## config.mk

```make
export PLATFORM = sky130hd
export DESIGN_NAME = uart_brk_tx
export DESIGN_NICKNAME = d
export VERILOG_FILES = /design/src/rtl/uart_brk_pkg.sv /design/src/rtl/ubt_hold.sv /design/src/rtl/ubt_shift.sv /design/src/rtl/ubt_brk.sv /design/src/rtl/uart_brk_tx.sv
export SDC_FILE = /design/constraint.sdc
export NUM_CORES = 1
export LEC_CHECK = 0
export BUFFER_PORTS_ARGS = -buffer_cell sky130_fd_sc_hd__buf_2
export CAP_MARGIN = 15
export CORE_MARGIN = 5
export CORE_UTILIZATION = 57
export DETAILED_ROUTE_END_ITERATION = 6
export PLACE_DENSITY = 0.88
export SETUP_SLACK_MARGIN = 0.05
export SLEW_MARGIN = 30
export SYNTH_ARGS = -nofsm -noshare
export SYNTH_HDL_FRONTEND = slang
export SYNTH_SLANG_ARGS = --single-unit
```

## constraint.sdc

```tcl
create_clock -name clk -period 2.1 [get_ports clk]
set_input_delay 0 -clock clk [delete_from_list [all_inputs] [get_ports clk]]
set_output_delay 0 -clock clk [all_outputs]
set_load 0.02 [all_outputs]
```

## src/rtl/uart_brk_pkg.sv

```systemverilog
package uart_brk_pkg;
  typedef enum logic [1:0] {
    BRK_IDLE = 2'd0,
    BRK_PEND = 2'd1,
    BRK_LOW  = 2'd2,
    BRK_GAP  = 2'd3
  } brk_state_e;

  function automatic int unsigned max_u(input int unsigned a, input int unsigned b);
    return (a > b) ? a : b;
  endfunction
endpackage

```

## src/rtl/ubt_hold.sv

```systemverilog
module ubt_hold #(
  parameter int unsigned DATA_W    = 8,
  parameter int unsigned MULTIDROP = 1
) (
  input  logic              clk,
  input  logic              rst_n,
  input  logic              wr_valid,
  input  logic [DATA_W-1:0] wr_data,
  output logic              wr_ready,
  input  logic              cmd_addr,
  input  logic              accept_en,
  input  logic              take,
  output logic              full,
  output logic [DATA_W-1:0] q_data,
  output logic              q_addr
);
  logic full_q, addr_flag_q, addr_q;
  logic [DATA_W-1:0] data_q;
  logic wr_fire, addr_cmd;

  assign addr_cmd = cmd_addr && (MULTIDROP != 0);
  assign wr_ready = !full_q && accept_en;
  assign wr_fire  = wr_valid && wr_ready;

  always_ff @(posedge clk) begin
    if (!rst_n) begin
      full_q      <= 1'b0;
      addr_flag_q <= 1'b0;
      addr_q      <= 1'b0;
      data_q      <= '0;
    end else begin
      if (wr_fire) begin
        full_q <= 1'b1;
        data_q <= wr_data;
        addr_q <= addr_flag_q || addr_cmd;
      end else if (take) begin
        full_q <= 1'b0;
      end
      if (wr_fire) addr_flag_q <= 1'b0;
      else if (addr_cmd) addr_flag_q <= 1'b1;
    end
  end

  assign full   = full_q;
  assign q_data = data_q;
  assign q_addr = addr_q;

  // the shifter only takes a byte that is present
  p_take_full_r3: assert property (@(posedge clk) disable iff (!rst_n)
    take |-> full_q);
  // an accepted byte occupies the register on the next cycle
  p_accept_fill_r3: assert property (@(posedge clk) disable iff (!rst_n)
    (wr_valid && wr_ready) |=> (full_q && !wr_ready));
  // the address mark is spent by the write that carries it
  p_addr_spent_r4: assert property (@(posedge clk) disable iff (!rst_n)
    (wr_valid && wr_ready) |=> !addr_flag_q);
endmodule

```

## src/rtl/ubt_shift.sv

```systemverilog
module ubt_shift #(
  parameter int unsigned DATA_W    = 8,
  parameter int unsigned MULTIDROP = 1
) (
  input  logic              clk,
  input  logic              rst_n,
  input  logic              tick,
  input  logic              load_ok,
  input  logic              hold_full,
  input  logic [DATA_W-1:0] hold_data,
  input  logic              hold_addr,
  output logic              take,
  output logic              busy,
  output logic              line
);
  localparam int unsigned FRAME_W = DATA_W + MULTIDROP + 2;
  localparam int unsigned CW      = $clog2(FRAME_W);
  localparam logic [CW-1:0] LAST_IDX = CW'(FRAME_W - 1);

  logic [FRAME_W-1:0] sr_q, frame;
  logic [CW-1:0]      left_q;
  logic               busy_q, last;

  generate
    if (MULTIDROP != 0) begin : g_md
      assign frame = {1'b1, hold_addr, hold_data, 1'b0};
    end else begin : g_plain
      assign frame = {1'b1, hold_data, 1'b0};
    end
  endgenerate

  assign last = busy_q && (left_q == '0);
  assign take = tick && load_ok && hold_full && (!busy_q || last);

  always_ff @(posedge clk) begin
    if (!rst_n) begin
      sr_q   <= '1;
      left_q <= '0;
      busy_q <= 1'b0;
    end else if (tick) begin
      if (take) begin
        sr_q   <= frame;
        left_q <= LAST_IDX;
        busy_q <= 1'b1;
      end else if (busy_q) begin
        if (last) begin
          busy_q <= 1'b0;
        end else begin
          sr_q   <= {1'b1, sr_q[FRAME_W-1:1]};
          left_q <= left_q - 1'b1;
        end
      end
    end
  end

  assign busy = busy_q;
  assign line = busy_q ? sr_q[0] : 1'b1;

  // a load puts the start bit on the line at once
  p_start_bit_r2: assert property (@(posedge clk) disable iff (!rst_n)
    take |=> (busy_q && !line));
  // bits only change on a baud tick
  p_bit_hold_r2: assert property (@(posedge clk) disable iff (!rst_n)
    !tick |=> $stable(line));
endmodule

```

## src/rtl/ubt_brk.sv

```systemverilog
module ubt_brk
  import uart_brk_pkg::*;
#(
  parameter int unsigned CHAR_LEN = 11,
  parameter int unsigned GAP_BITS = 12
) (
  input  logic clk,
  input  logic rst_n,
  input  logic tick,
  input  logic cmd_start,
  input  logic cmd_stop,
  input  logic hold_full,
  input  logic sh_busy,
  output logic accept_en,
  output logic load_ok,
  output logic low,
  output logic idle
);
  localparam int unsigned CMAX = max_u(CHAR_LEN, GAP_BITS);
  localparam int unsigned CW   = $clog2(CMAX + 1);
  localparam logic [CW-1:0] LOW_LAST = CW'(CHAR_LEN - 1);
  localparam logic [CW-1:0] GAP_LAST = CW'(GAP_BITS - 1);
  localparam logic [CW-1:0] LOW_FULL = CW'(CHAR_LEN);
  localparam logic [CW-1:0] GAP_FULL = CW'(GAP_BITS);

  brk_state_e st_q;
  logic [CW-1:0] cnt_q;
  logic stop_q;

  always_ff @(posedge clk) begin
    if (!rst_n) begin
      st_q   <= BRK_IDLE;
      cnt_q  <= '0;
      stop_q <= 1'b0;
    end else begin
      case (st_q)
        BRK_IDLE: begin
          stop_q <= 1'b0;
          if (cmd_start) st_q <= BRK_PEND;
        end
        BRK_PEND: begin
          if (cmd_stop) stop_q <= 1'b1;
          if (tick && !hold_full && !sh_busy) begin
            st_q  <= BRK_LOW;
            cnt_q <= '0;
          end
        end
        BRK_LOW: begin
          if (cmd_stop) stop_q <= 1'b1;
          if (tick) begin
            if ((stop_q || cmd_stop) && (cnt_q >= LOW_LAST)) begin
              st_q   <= BRK_GAP;
              cnt_q  <= '0;
              stop_q <= 1'b0;
            end else if (cnt_q < LOW_LAST) begin
              cnt_q <= cnt_q + 1'b1;
            end
          end
        end
        BRK_GAP: begin
          if (tick) begin
            if (cnt_q == GAP_LAST) st_q <= BRK_IDLE;
            else cnt_q <= cnt_q + 1'b1;
          end
        end
        default: st_q <= BRK_IDLE;
      endcase
    end
  end

  assign idle      = (st_q == BRK_IDLE);
  assign accept_en = idle;
  assign load_ok   = (st_q == BRK_IDLE) || (st_q == BRK_PEND);
  assign low       = (st_q == BRK_LOW);

  logic in_gap;
  logic [CW-1:0] low_seen_q, gap_seen_q;
  assign in_gap = (st_q == BRK_GAP);

  always_ff @(posedge clk) begin
    if (!rst_n) begin
      low_seen_q <= '0;
      gap_seen_q <= '0;
    end else begin
      if (!low) low_seen_q <= '0;
      else if (tick && low_seen_q != LOW_FULL) low_seen_q <= low_seen_q + 1'b1;
      if (!in_gap) gap_seen_q <= '0;
      else if (tick && gap_seen_q != GAP_FULL) gap_seen_q <= gap_seen_q + 1'b1;
    end
  end

  // the low level lasts at least one character length
  p_low_min_r7: assert property (@(posedge clk) disable iff (!rst_n)
    $fell(low) |-> (low_seen_q >= LOW_FULL));
  // the idle gap lasts the full count of bit periods
  p_gap_len_r9: assert property (@(posedge clk) disable iff (!rst_n)
    $fell(in_gap) |-> (gap_seen_q >= GAP_FULL));
  // the break begins only with both registers drained
  p_brk_wait_r5: assert property (@(posedge clk) disable iff (!rst_n)
    $rose(low) |-> $past(!hold_full && !sh_busy && tick));
  // no character is loaded during the break or its gap
  p_no_load_r9: assert property (@(posedge clk) disable iff (!rst_n)
    (low || in_gap) |-> !load_ok);
endmodule

```

## src/rtl/uart_brk_tx.sv

```systemverilog
module uart_brk_tx #(
  parameter int unsigned DATA_W    = 8,
  parameter int unsigned MULTIDROP = 1,
  parameter int unsigned GAP_BITS  = 12
) (
  input  logic              clk,
  input  logic              rst_n,
  input  logic              baud_tick,
  input  logic              wr_valid,
  output logic              wr_ready,
  input  logic [DATA_W-1:0] wr_data,
  input  logic              cmd_brk_start,
  input  logic              cmd_brk_stop,
  input  logic              cmd_addr,
  output logic              tx,
  output logic              hold_empty,
  output logic              tx_empty,
  output logic              brk_active
);
  localparam int unsigned CHAR_LEN = DATA_W + MULTIDROP + 2;

  logic accept_en, load_ok, brk_low, brk_idle;
  logic take, hold_full, hold_addr, sh_busy, sh_line;
  logic [DATA_W-1:0] hold_data;

  ubt_hold #(.DATA_W(DATA_W), .MULTIDROP(MULTIDROP)) u_hold (
    .clk(clk), .rst_n(rst_n), .wr_valid(wr_valid), .wr_data(wr_data),
    .wr_ready(wr_ready), .cmd_addr(cmd_addr), .accept_en(accept_en),
    .take(take), .full(hold_full), .q_data(hold_data), .q_addr(hold_addr)
  );

  ubt_shift #(.DATA_W(DATA_W), .MULTIDROP(MULTIDROP)) u_shift (
    .clk(clk), .rst_n(rst_n), .tick(baud_tick), .load_ok(load_ok),
    .hold_full(hold_full), .hold_data(hold_data), .hold_addr(hold_addr),
    .take(take), .busy(sh_busy), .line(sh_line)
  );

  ubt_brk #(.CHAR_LEN(CHAR_LEN), .GAP_BITS(GAP_BITS)) u_brk (
    .clk(clk), .rst_n(rst_n), .tick(baud_tick), .cmd_start(cmd_brk_start),
    .cmd_stop(cmd_brk_stop), .hold_full(hold_full), .sh_busy(sh_busy),
    .accept_en(accept_en), .load_ok(load_ok), .low(brk_low), .idle(brk_idle)
  );

  assign tx         = brk_low ? 1'b0 : sh_line;
  assign hold_empty = !hold_full;
  assign tx_empty   = !hold_full && !sh_busy && brk_idle;
  assign brk_active = brk_low;

  // a quiet transmitter idles high and is ready for data
  p_empty_idle_r11: assert property (@(posedge clk) disable iff (!rst_n)
    tx_empty |-> (tx && !brk_active && wr_ready));
  // the break and a frame never share the line
  p_brk_excl_r11: assert property (@(posedge clk) disable iff (!rst_n)
    brk_active |-> (!sh_busy && !tx));
endmodule

```

# Word-level counts from Yosys, hierarchy flattened
# Index checks and enable logic that the tools add are counted.
op_classes:
  order_cmp: 2
  bitwise_logic: 1
  n_eq_ne: 13
  n_reduce_logical: 27
  mux: 31
  n_addsub: 2
op_table:
  columns: ["operator", "n"]
  rows:
  - ["2-to-1 mux 4 bit", 9]
  - ["2-to-1 mux 11 bit", 3]
  - ["2-to-1 mux 2 bit", 6]
  - ["inequality test 2 bit (second input constant)", 6]
  - ["case mux 4 bit (3 select lines)", 1]
  - ["AND reduction 6 bit", 2]
  - ["logical AND 1 bit", 11]
  - ["2-to-1 mux 1 bit", 10]
  - ["case mux 2 bit (4 select lines)", 1]
  - ["nonzero test 3 bit", 2]
  - ["adder 4 x 1 -> 4 bit (second input constant)", 1]
  - ["== test 2 bit (second input constant)", 2]
  - ["== test 4 bit (second input constant)", 1]
  - [">= comparator 4 bit (second input constant)", 1]
  - ["logical NOT 4 bit", 1]
  - ["logical OR 1 bit", 4]
  - ["less-than comparator 4 bit (second input constant)", 1]
  - ["inequality test 2 x 1 -> 1 bit (second input constant)", 2]
  - ["nonzero test 2 bit", 2]
  - ["subtractor 4 x 1 -> 4 bit (second input constant)", 1]
  - ["inequality test 3 x 1 -> 1 bit (second input constant)", 1]
  - ["case mux 1 bit (3 select lines)", 1]
  - ["AND reduction 3 bit", 1]
  - ["== test 2 x 1 -> 1 bit (second input constant)", 1]
  - ["4 further kinds", 5]
word_totals:
  output_inout_bits: 5
  inputBits: 15
  register_bits: 34
  word_cells: 86

# Logic depth before layout (Yosys ltp)
# Gate-level depths: netlist of run 1.
depth:
  word_depth: 7
  depth_mapped: 7
  ltp_nobuf: 6

# By module
# From an unflattened synthesis of run 1, not the netlist that was laid out.
hier_totals:
  hier_cells: 189
  area_unflattened_um2: 1754.2
modules_own_cells:
  columns: ["module", "area_each_um2", "n_inst", "seq_area_each_um2", "cells_per_inst"]
  rows:
  - ["ubt_shift", 726.9, 1, 300.3, 76]
  - ["ubt_brk", 569.3, 1, 140.1, 64]
  - ["ubt_hold", 435.4, 1, 220.2, 46]
  - ["uart_brk_tx", 22.5, 1, 0.0, 3]

# Worst setup path before layout of run 1
# OpenSTA, ideal clock, no wires.
synth_path:
  path_type: "register to register"
  start: "reg u_brk.st_q[0]"
  end: "reg u_brk.cnt_q[1]"
  period_less_slack_ns: 1.812
  path_stages_with_launch: 7
  path_buffers: 0
  arrival_ns: 1.742
  path_slack_ns: 0.288
  setup_time_ns: 0.070
  required_time_ns: 2.030
  cell_sequence: "dfxtp_1 > inv_1 > ha_1 > nor3_1 > a21oi_2 > or4b_1 > a21oi_1"
synth_between:
  elab_chain_cells: 3
  word_cells_on_any_way: 11
  cone_classes: "eq/ne: 8; mux: 1; reduce/logical: 2"
synth_lines:
  columns: ["item", "line", "text"]
  rows:
  - ["start, declared", "ubt_brk.sv:26", "brk_state_e st_q;"]
  - ["start signal, assigned", "ubt_brk.sv:32", "st_q <= BRK_IDLE;"]
  - ["start signal, assigned", "ubt_brk.sv:39", "if (cmd_start) st_q <= BRK_PEND;"]
  - ["start signal, assigned", "ubt_brk.sv:44", "st_q <= BRK_LOW;"]
  - ["== test 2 bit *", null, null]
  - ["via brk_active", "uart_brk_tx.sv:18", "output logic brk_active"]
  - ["inequality test 3 x 1 -> 1 bit (no line), or another cell as far along", null, null]
  - ["AND reduction 6 bit (no line)", null, null]
  - ["end signal, assigned", "ubt_brk.sv:56", "cnt_q <= cnt_q + 1'b1;"]
  - ["end signal, assigned", "ubt_brk.sv:63", "else cnt_q <= cnt_q + 1'b1;"]
  - ["end, declared", "ubt_brk.sv:27", "logic [CW-1:0] cnt_q;"]
# Mark *: on every way through the listed nets, which the timed path passes. The rest lies on a longest branch.
# A chain may end at the register's enable or synchronous reset.

# Final worst setup path of run 1
layout_path:
  start: "reg u_brk.cnt_q[0]"
  end: "reg u_brk.cnt_q[1]"
layout_between:
  elab_chain_cells: 5
  word_cells_on_any_way: 14
  cone_classes: "add/sub: 1; order compare: 2; eq/ne: 3; mux: 6; reduce/logical: 2"
layout_lines:
  columns: ["item", "line", "text"]
  rows:
  - ["adder 4 x 1 -> 4 bit or >= comparator 4 bit (tied branches)", "ubt_brk.sv:56, ubt_brk.sv:63, ubt_brk.sv:51", null]
  - ["2-to-1 mux 4 bit or logical AND 1 bit (tied branches)", "ubt_brk.sv:55, ubt_brk.sv:51", null]
  - ["2-to-1 mux 4 bit", "ubt_brk.sv:51", "if ((stop_q || cmd_stop) && (cnt_q >= LOW_LAST)) begin"]
  - ["2-to-1 mux 4 bit", "ubt_brk.sv:50", "if (tick) begin"]
  - ["case mux 4 bit (3 select lines)", "ubt_brk.sv:36", "case (st_q)"]
# Several ways; a longest one is shown, not always the timed one. The select of a mux whose other input is x is not followed.

==> impl_metrics.tcl, run 1 <==
set metrics [dict create \
    result_of_the_run "finished clean" \
    max-cap-violations 0 \
    complex_gate_fraction_of_the_synthesized_area 0.304 \
    grt_start_max_net_pins 20 \
    timing.hold.worst.class "input pin to flip-flop" \
    synth-main-ff-cell "dfxtp_1" \
    post_synth_num_cell_types 46 \
    crit_family "simple AND/OR/NAND/NOR gates" \
    post_synth_most_frequent_cells "33 x dfxtp_1, 15 x nand2_1, 14 x inv_1" \
    clock_transition_time_at_the_flip_flop_clock_pins_of_the_worst_setup_and_hold_paths_ns 0.10 \
    actual_transition_at_the_worst_max_transition_pin_ns 0.594 \
    design.final.nets 238 \
    tritonroute_pass_1_iters 4 \
    timing.critical_path.from_type "flip-flop" \
    syn_nets 206 \
    row_count 19 \
    grtUsageTotal 0.209 \
    synth.top_cell.area_share 0.398 \
    netlist_instances 183 \
    hold_viol_final 0 \
    area_growth_pct 19.0 \
    routed_wl_mm 4.02 \
    first_global_vias 1511 \
    reg2regPathDepth 6 \
    gp_congestion 0.865 \
    synth_mux_area_frac 0.0181 \
    detail_route.drc_violations 0 \
    leakage_power_summed_over_all_cells_nw 0.807 \
    antenna_found_initial 0 \
    pin_count 20 \
    globalRouteOverflowTotal 0 \
    timing.final.crit_share 0.949 \
    total_negative_setup_slacks_ns 0 \
    portBuffers 19 \
    synth_enable_flop_cells 0 \
    r2r_setup_slack_ns 0.11 \
    cpMaxStageDelayCell "or4b_1" \
    max-clock-path-buffers 2 \
    timing.setup.critical_path_class "flip-flop to flip-flop" \
    layout_setup_ws_ns 0.107 \
    synth_top_family_by_area "compound AO/OA/AOI/OAI gates" \
    worst_setup_path_end_kind "flip-flop" \
    mappedNetlistArea_mm2 0.00166 \
    worstSkewPairLatency_ns 0.34 \
    synth_xor_xnor_area_share 0 \
    grt_pass1_wl_mm 6.80 \
    numCtsBuffers 5 \
    clk_root_buffer_cell "clkbuf_4" \
    die_area_mm2 0.00409 \
    tritoncts "done" \
    cp-startpoint "u_brk.cnt_q[0]" \
    fp.coreArea_mm2 0.00278 \
    critical_path.max_stage_delay_ns 0.48 \
    synthArstFlopShare 0 \
    die_span_x_um 64.0 \
    initial_core_util 0.597 \
    remaining_max_slew_budget_at_the_tightest_pin 0.603 \
    routed_via_density 6.20 \
    fmax_mhz 502 \
    cts_num_sinks 33 \
    cp_num_cells 6 \
    final-max-slew-violation-count 0 \
    synth-seq-area-share 0.398 \
    yosys.area_share.simple 0.150 \
    pwr_density_cell_mw_per_mm2 1070 \
    dp_slack_ns 0.117 \
    drc_violation_total_after_the_first_tritonroute_iteration 98 \
    dp_hpwl_mm 2.55 \
    timing.critical_path.to "u_brk.cnt_q[1]" \
    post_route_cells_drive_above_1_share 0.185 \
    synthTopCellsByArea "dfxtp_1 40%, ha_1 6.0%, a22o_1 4.2%" \
    synthAdderAreaFrac 0.0603 \
    cell_by_cell_trace_of_the_critical_path "inv_1 > ha_1 > or3_4 > a41oi_4 > or4b_1 > a21oi_1" \
    postRouteAntennaNets 0 \
    crit_path_max_fanout 5 \
    setup_repair_after_global_routing_missed_its_margin "yes" \
    regToRegEndpoint "u_brk.cnt_q[1]" \
    num-fill-cells 197 \
    ctsHtreeMaxLevel 2 \
    worstPathRequired_ns 2.35 \
    setup_violation_total_in_the_final_timing_report 0 \
    synth-seq-cells 33 \
    critical_path.n_buffers_inverters 1 \
    die_height_um 64.0 \
    synth.avg_cell_area_um2 9.07 \
    reg2reg_from "u_brk.cnt_q[0]" \
    clock-skew-final_ns 0.0103 \
    yosysWarningCount 0 \
    vdd_ir_drop_max_mv 1.13 \
    worst-endpoint-arrival_ns 2.24 \
    wire_per_inst_um 16.3 \
    period_needed_ns 1.99 \
    antenna_cells_inserted 0 \
    cell_with_the_most_instances_after_synthesis "dfxtp_1" \
    route.vias.total 1531 \
    synth.largest_area_cell "dfxtp_1" \
]
## tightest hold or removal path, stage by stage
cell	delay (ns)
buf_2	0.10
nor2_1	0.08
a2111oi_1	0.08
mux2i_1	0.12
## stage by stage
step	instances	power (mW)	hold slack, ns	utilization	cell area [um^2]
CTS	246	2.08	0.0725	0.702	1950
global route	247	2.25	0.0878	0.710	1980
detailed placement	227	1.56	0.212	0.632	1760
global placement	227	1.53	0.205	0.632	1760
floorplan	183	1.37	0.110	-	1660
finish	247	2.11	0.0778	0.710	1980
## metal layers
| metal | vias up | global-route usage | share of wire |
|---|---|---|---|
| li1 | 748 | - | - |
| met1 | 703 | 0.250 | 0.42 |
| met2 | 67 | 0.330 | 0.47 |
| met3 | 13 | 0.0490 | 0.066 |
| met4 | 0 | 0.140 | 0.036 |
| met5 | - | 0 | 0 |
## final cells by class
cell class / instances / area, um^2 / share of cell area
Tap cell: 31 / 38.8 / 0.0196
Clock inverter: 1 / 30.0 / 0.0152
Timing Repair Buffer: 34 / 235 / 0.119
Multi-Input combinational cell: 126 / 897 / 0.454
Clock buffer: 7 / 55.1 / 0.0279
Inverter: 15 / 56.3 / 0.0285
Sequential cell: 33 / 663 / 0.336
## power by group
part	internal (mW)	switching [mW]	leakage, nW
Combinational	0.319	0.432	0.491
Sequential	0.757	0.102	0.270
Clock	0.284	0.219	0.0455
Total	1.36	0.753	0.807
## flip-flops by register name (all words and copies together), names as in the netlist, 2 cells and up
register and cells:
u_hold.q_data 8, u_brk.cnt_q 4, u_shift.left_q 4, u_brk.st_q 2
u_shift.sr_q 10
## timing repair
item / 4_1_cts / 5_1_grt
endpoints found under the setup margin: 0 / 9
buffers inserted: 0 / 1
resized for setup: 0 / 4
hold endpoints to repair: 14 / 0
hold buffers: 11 / 0
## cell families after synthesis
kind of cell             Yosys count
multiplexers                       3
AO/OA/AOI/OAI                     69
adder cells (fa/ha/maj)            8
flip-flops                        33
buffers and inverters             24
AND/OR/NAND/NOR                   46
## worst min path at each step
stage	startpoint	to	slack, ns	cells after the start
2_1_floorplan	cmd_addr	u_hold.addr_flag_q	0.11	1
3_3_place_gp	cmd_addr	u_hold.addr_flag_q	0.20	2
3_5_place_dp	wr_data[2]	u_hold.q_data[2]	0.21	2
4_1_cts	cmd_brk_start	u_brk.st_q[1]	0.07	4
5_1_grt	cmd_brk_start	u_brk.st_q[1]	0.09	4
6_report	cmd_brk_start	u_brk.st_q[1]	0.08	4
## placed cells by master (no fill, tap or decap), types with 5 or more instances in the layout
cell and n:
a21oi_1 12, dlygate4sd3_1 11, buf_2 19, clkbuf_4 5
a221o_1 6, nand2_1 15, o21ai_0 13, ha_1 8
a22o_1 8, dfxtp_1 31, nand3_1 9, inv_1 14
No activity file was read; power rests on OpenSTA's default activity.
==> run 2, diff against run 1 <==
- BUFFER_PORTS_ARGS: -buffer_cell sky130_fd_sc_hd__buf_2 -> not set
- CELL_PAD_IN_SITES_DETAIL_PLACEMENT: not set -> 0
- CELL_PAD_IN_SITES_GLOBAL_PLACEMENT: not set -> 1
- CORE_UTILIZATION: 57 -> 47
- DONT_BUFFER_PORTS: not set -> 1
- GPL_TIMING_DRIVEN: not set -> 0
- PLACE_DENSITY: 0.88 -> 0.87
==> run 2 against run 1 <==
Sequential power about the same; clock power down 1%; critical endpoint unchanged; highest routed layer unchanged; cell area down 0.95%.
==> impl_metrics.tcl, run 2 (synthesis gave the netlist of run 1 again) <==
set metrics [dict create \
    die_area_mm2 0.00482 \
    tritonroute_pass_1_iters 4 \
    design.final.nets 224 \
    r2r_setup_slack_ns 0.14 \
    row_count 21 \
    layout.cells.most_common "dfxtp_1" \
    clk_root_buffer_cell "clkbuf_4" \
    actual_transition_at_the_worst_max_transition_pin_ns 0.757 \
    worst-endpoint-arrival_ns 2.24 \
    register_ranked_first_by_flip_flop_count "u_shift.sr_q" \
    max-cap-violations 0 \
    timing.final.crit_share 0.935 \
    tritoncts "done" \
    grtUsageTotal 0.172 \
    crit_family "simple AND/OR/NAND/NOR gates" \
    routed_via_density 5.79 \
    detail_route.drc_violations 0 \
    grt_pass1_wl_mm 6.82 \
    critical_path.n_buffers_inverters 1 \
    initial_core_util 0.490 \
    leading_cell_types_in_the_layout_fill_and_taps_excluded "33 x dfxtp_1, 14 x inv_1, 14 x nand2_1" \
    antenna_cells_inserted 0 \
    clock_transition_time_at_the_flip_flop_clock_pins_of_the_worst_setup_and_hold_paths_ns 0.10 \
    vdd_ir_drop_max_mv 0.660 \
    antenna_found_initial 0 \
    layout.area.seq_um2 661 \
    grt_start_max_net_pins 11 \
    worst_setup_path_end_kind "flip-flop" \
    routed_wl_mm 3.84 \
    hold_viol_final 0 \
    pwr_density_cell_mw_per_mm2 1060 \
    leakage_power_summed_over_all_cells_nw 0.750 \
    layout_setup_ws_ns 0.138 \
    pin_count 20 \
    area_growth_pct 17.9 \
    crit_path_max_fanout 5 \
    gp_congestion 0.883 \
    cell_by_cell_trace_of_the_critical_path "inv_1 > ha_1 > or3_4 > a41oi_4 > or4b_1 > a21oi_1" \
    die_height_um 69.4 \
    final-max-slew-violation-count 0 \
    worstSkewPairLatency_ns 0.33 \
    numCtsBuffers 5 \
    number_of_post_cts_setup_repair_buffers 0 \
    placedInstanceArea_mm2 0.00172 \
    num-fill-cells 297 \
    total_power_mw 2.07 \
    total_negative_setup_slacks_ns 0 \
    die_span_x_um 69.4 \
    dp_hpwl_mm 2.71 \
    drc_violation_total_after_the_first_tritonroute_iteration 55 \
    cpMaxStageDelayCell "or4b_1" \
    setup_violation_total_in_the_final_timing_report 0 \
    period_needed_ns 1.96 \
    largest_reg_flops 10 \
    post_route_cells_drive_above_1_share 0.124 \
    timing.critical_path.from_type "flip-flop" \
    first_global_vias 1411 \
    worstPathRequired_ns 2.37 \
    fmax_mhz 510 \
    postRouteAntennaNets 0 \
    clock-skew-final_ns 0.00762 \
    multi_input_comb_area_um2 921 \
    route.vias.total 1437 \
    remaining_max_slew_budget_at_the_tightest_pin 0.495 \
    cts_num_sinks 33 \
    setup_repair_after_global_routing_missed_its_margin "no" \
    timing.setup.critical_path_class "flip-flop to flip-flop" \
    fp.coreArea_mm2 0.00339 \
    portBuffers 0 \
    max-clock-path-buffers 2 \
    dp_slack_ns 0.0312 \
    post-route-cell-area_mm2 0.00196 \
    critical_path.max_stage_delay_ns 0.47 \
    timing.hold.worst.class "input pin to flip-flop" \
    ctsHtreeMaxLevel 2 \
    result_of_the_run "finished clean" \
    globalRouteOverflowTotal 0 \
    wire_per_inst_um 15.5 \
]
-- run 2: changes by cell type in the layout (fill, tap and decap cells not counted), moves of 2 or more --
cell | previous run | this run
buf_2 | 19 | 1
clkbuf_8 | 1 | 3
dfxtp_2 | 2 | 0
clkbuf_1 | 1 | 3
buf_4 | 4 | 1
dfxtp_1 | 31 | 33
-- run 2: path summary, 6_finish.rpt --
| check | endpoint | startpoint | cells past startpoint |
|---|---|---|---|
| setup / recovery | u_brk.cnt_q[1] | u_brk.cnt_q[0] | 6 |
| hold / removal | u_brk.st_q[1] | cmd_brk_start | 3 |
| setup reg to reg | u_brk.cnt_q[1] | u_brk.cnt_q[0] | 6 |
| hold reg to reg | u_hold.q_addr | u_hold.q_addr | 2 |
-- run 2: worst reg2reg max path: stages, from the launching register on --
cell,delay (ns)
dfxtp_1,0.40
inv_1,0.06
ha_1,0.20
or3_4,0.36
a41oi_4,0.26
or4b_1,0.47
a21oi_1,0.15
-- run 2: final cells by class --
class,instances,share of cell area
clock inverter,1,0.0153
multi-input combinational,126,0.471
tap,46,0.0294
inverter,15,0.0288
sequential,33,0.338
timing repair buffer,12,0.0614
buffer,8,0.0288
clock buffer,7,0.0281
-- run 2: repair_timing --
| action | 4_1_cts | 5_1_grt |
|---|---|---|
| pin swaps | 0 | 1 |
| hold endpoints to repair | 16 | 0 |
| resized for setup | 1 | 8 |
| setup endpoints to repair | 1 | 22 |
| hold buffers | 12 | 0 |
-- run 2: through the flow --
stage	utilization	hold WS [ns]	std cells
2_1_floorplan	-	0.110	183
3_3_place_gp	0.507	0.112	229
3_5_place_dp	0.507	0.116	229
4_1_cts	0.569	0.00445	249
5_1_grt	0.577	0.0353	248
6_report	0.577	0.0184	248
-- run 2: routing by layer --
metal / GRT usage / wire [um] / vias up
met4: 0.0542 / 46 / 0
met5: 0 / 0 / -
li1: - / - / 725
met3: 0.0507 / 225 / 6
met2: 0.264 / 1740 / 43
met1: 0.231 / 1830 / 663
-- run 2: power by group --
| part | internal [mW] | total (mW) | switching (mW) |
|---|---|---|---|
| clock network | 0.284 | 0.498 | 0.214 |
| registers | 0.754 | 0.858 | 0.103 |
| logic | 0.284 | 0.714 | 0.429 |
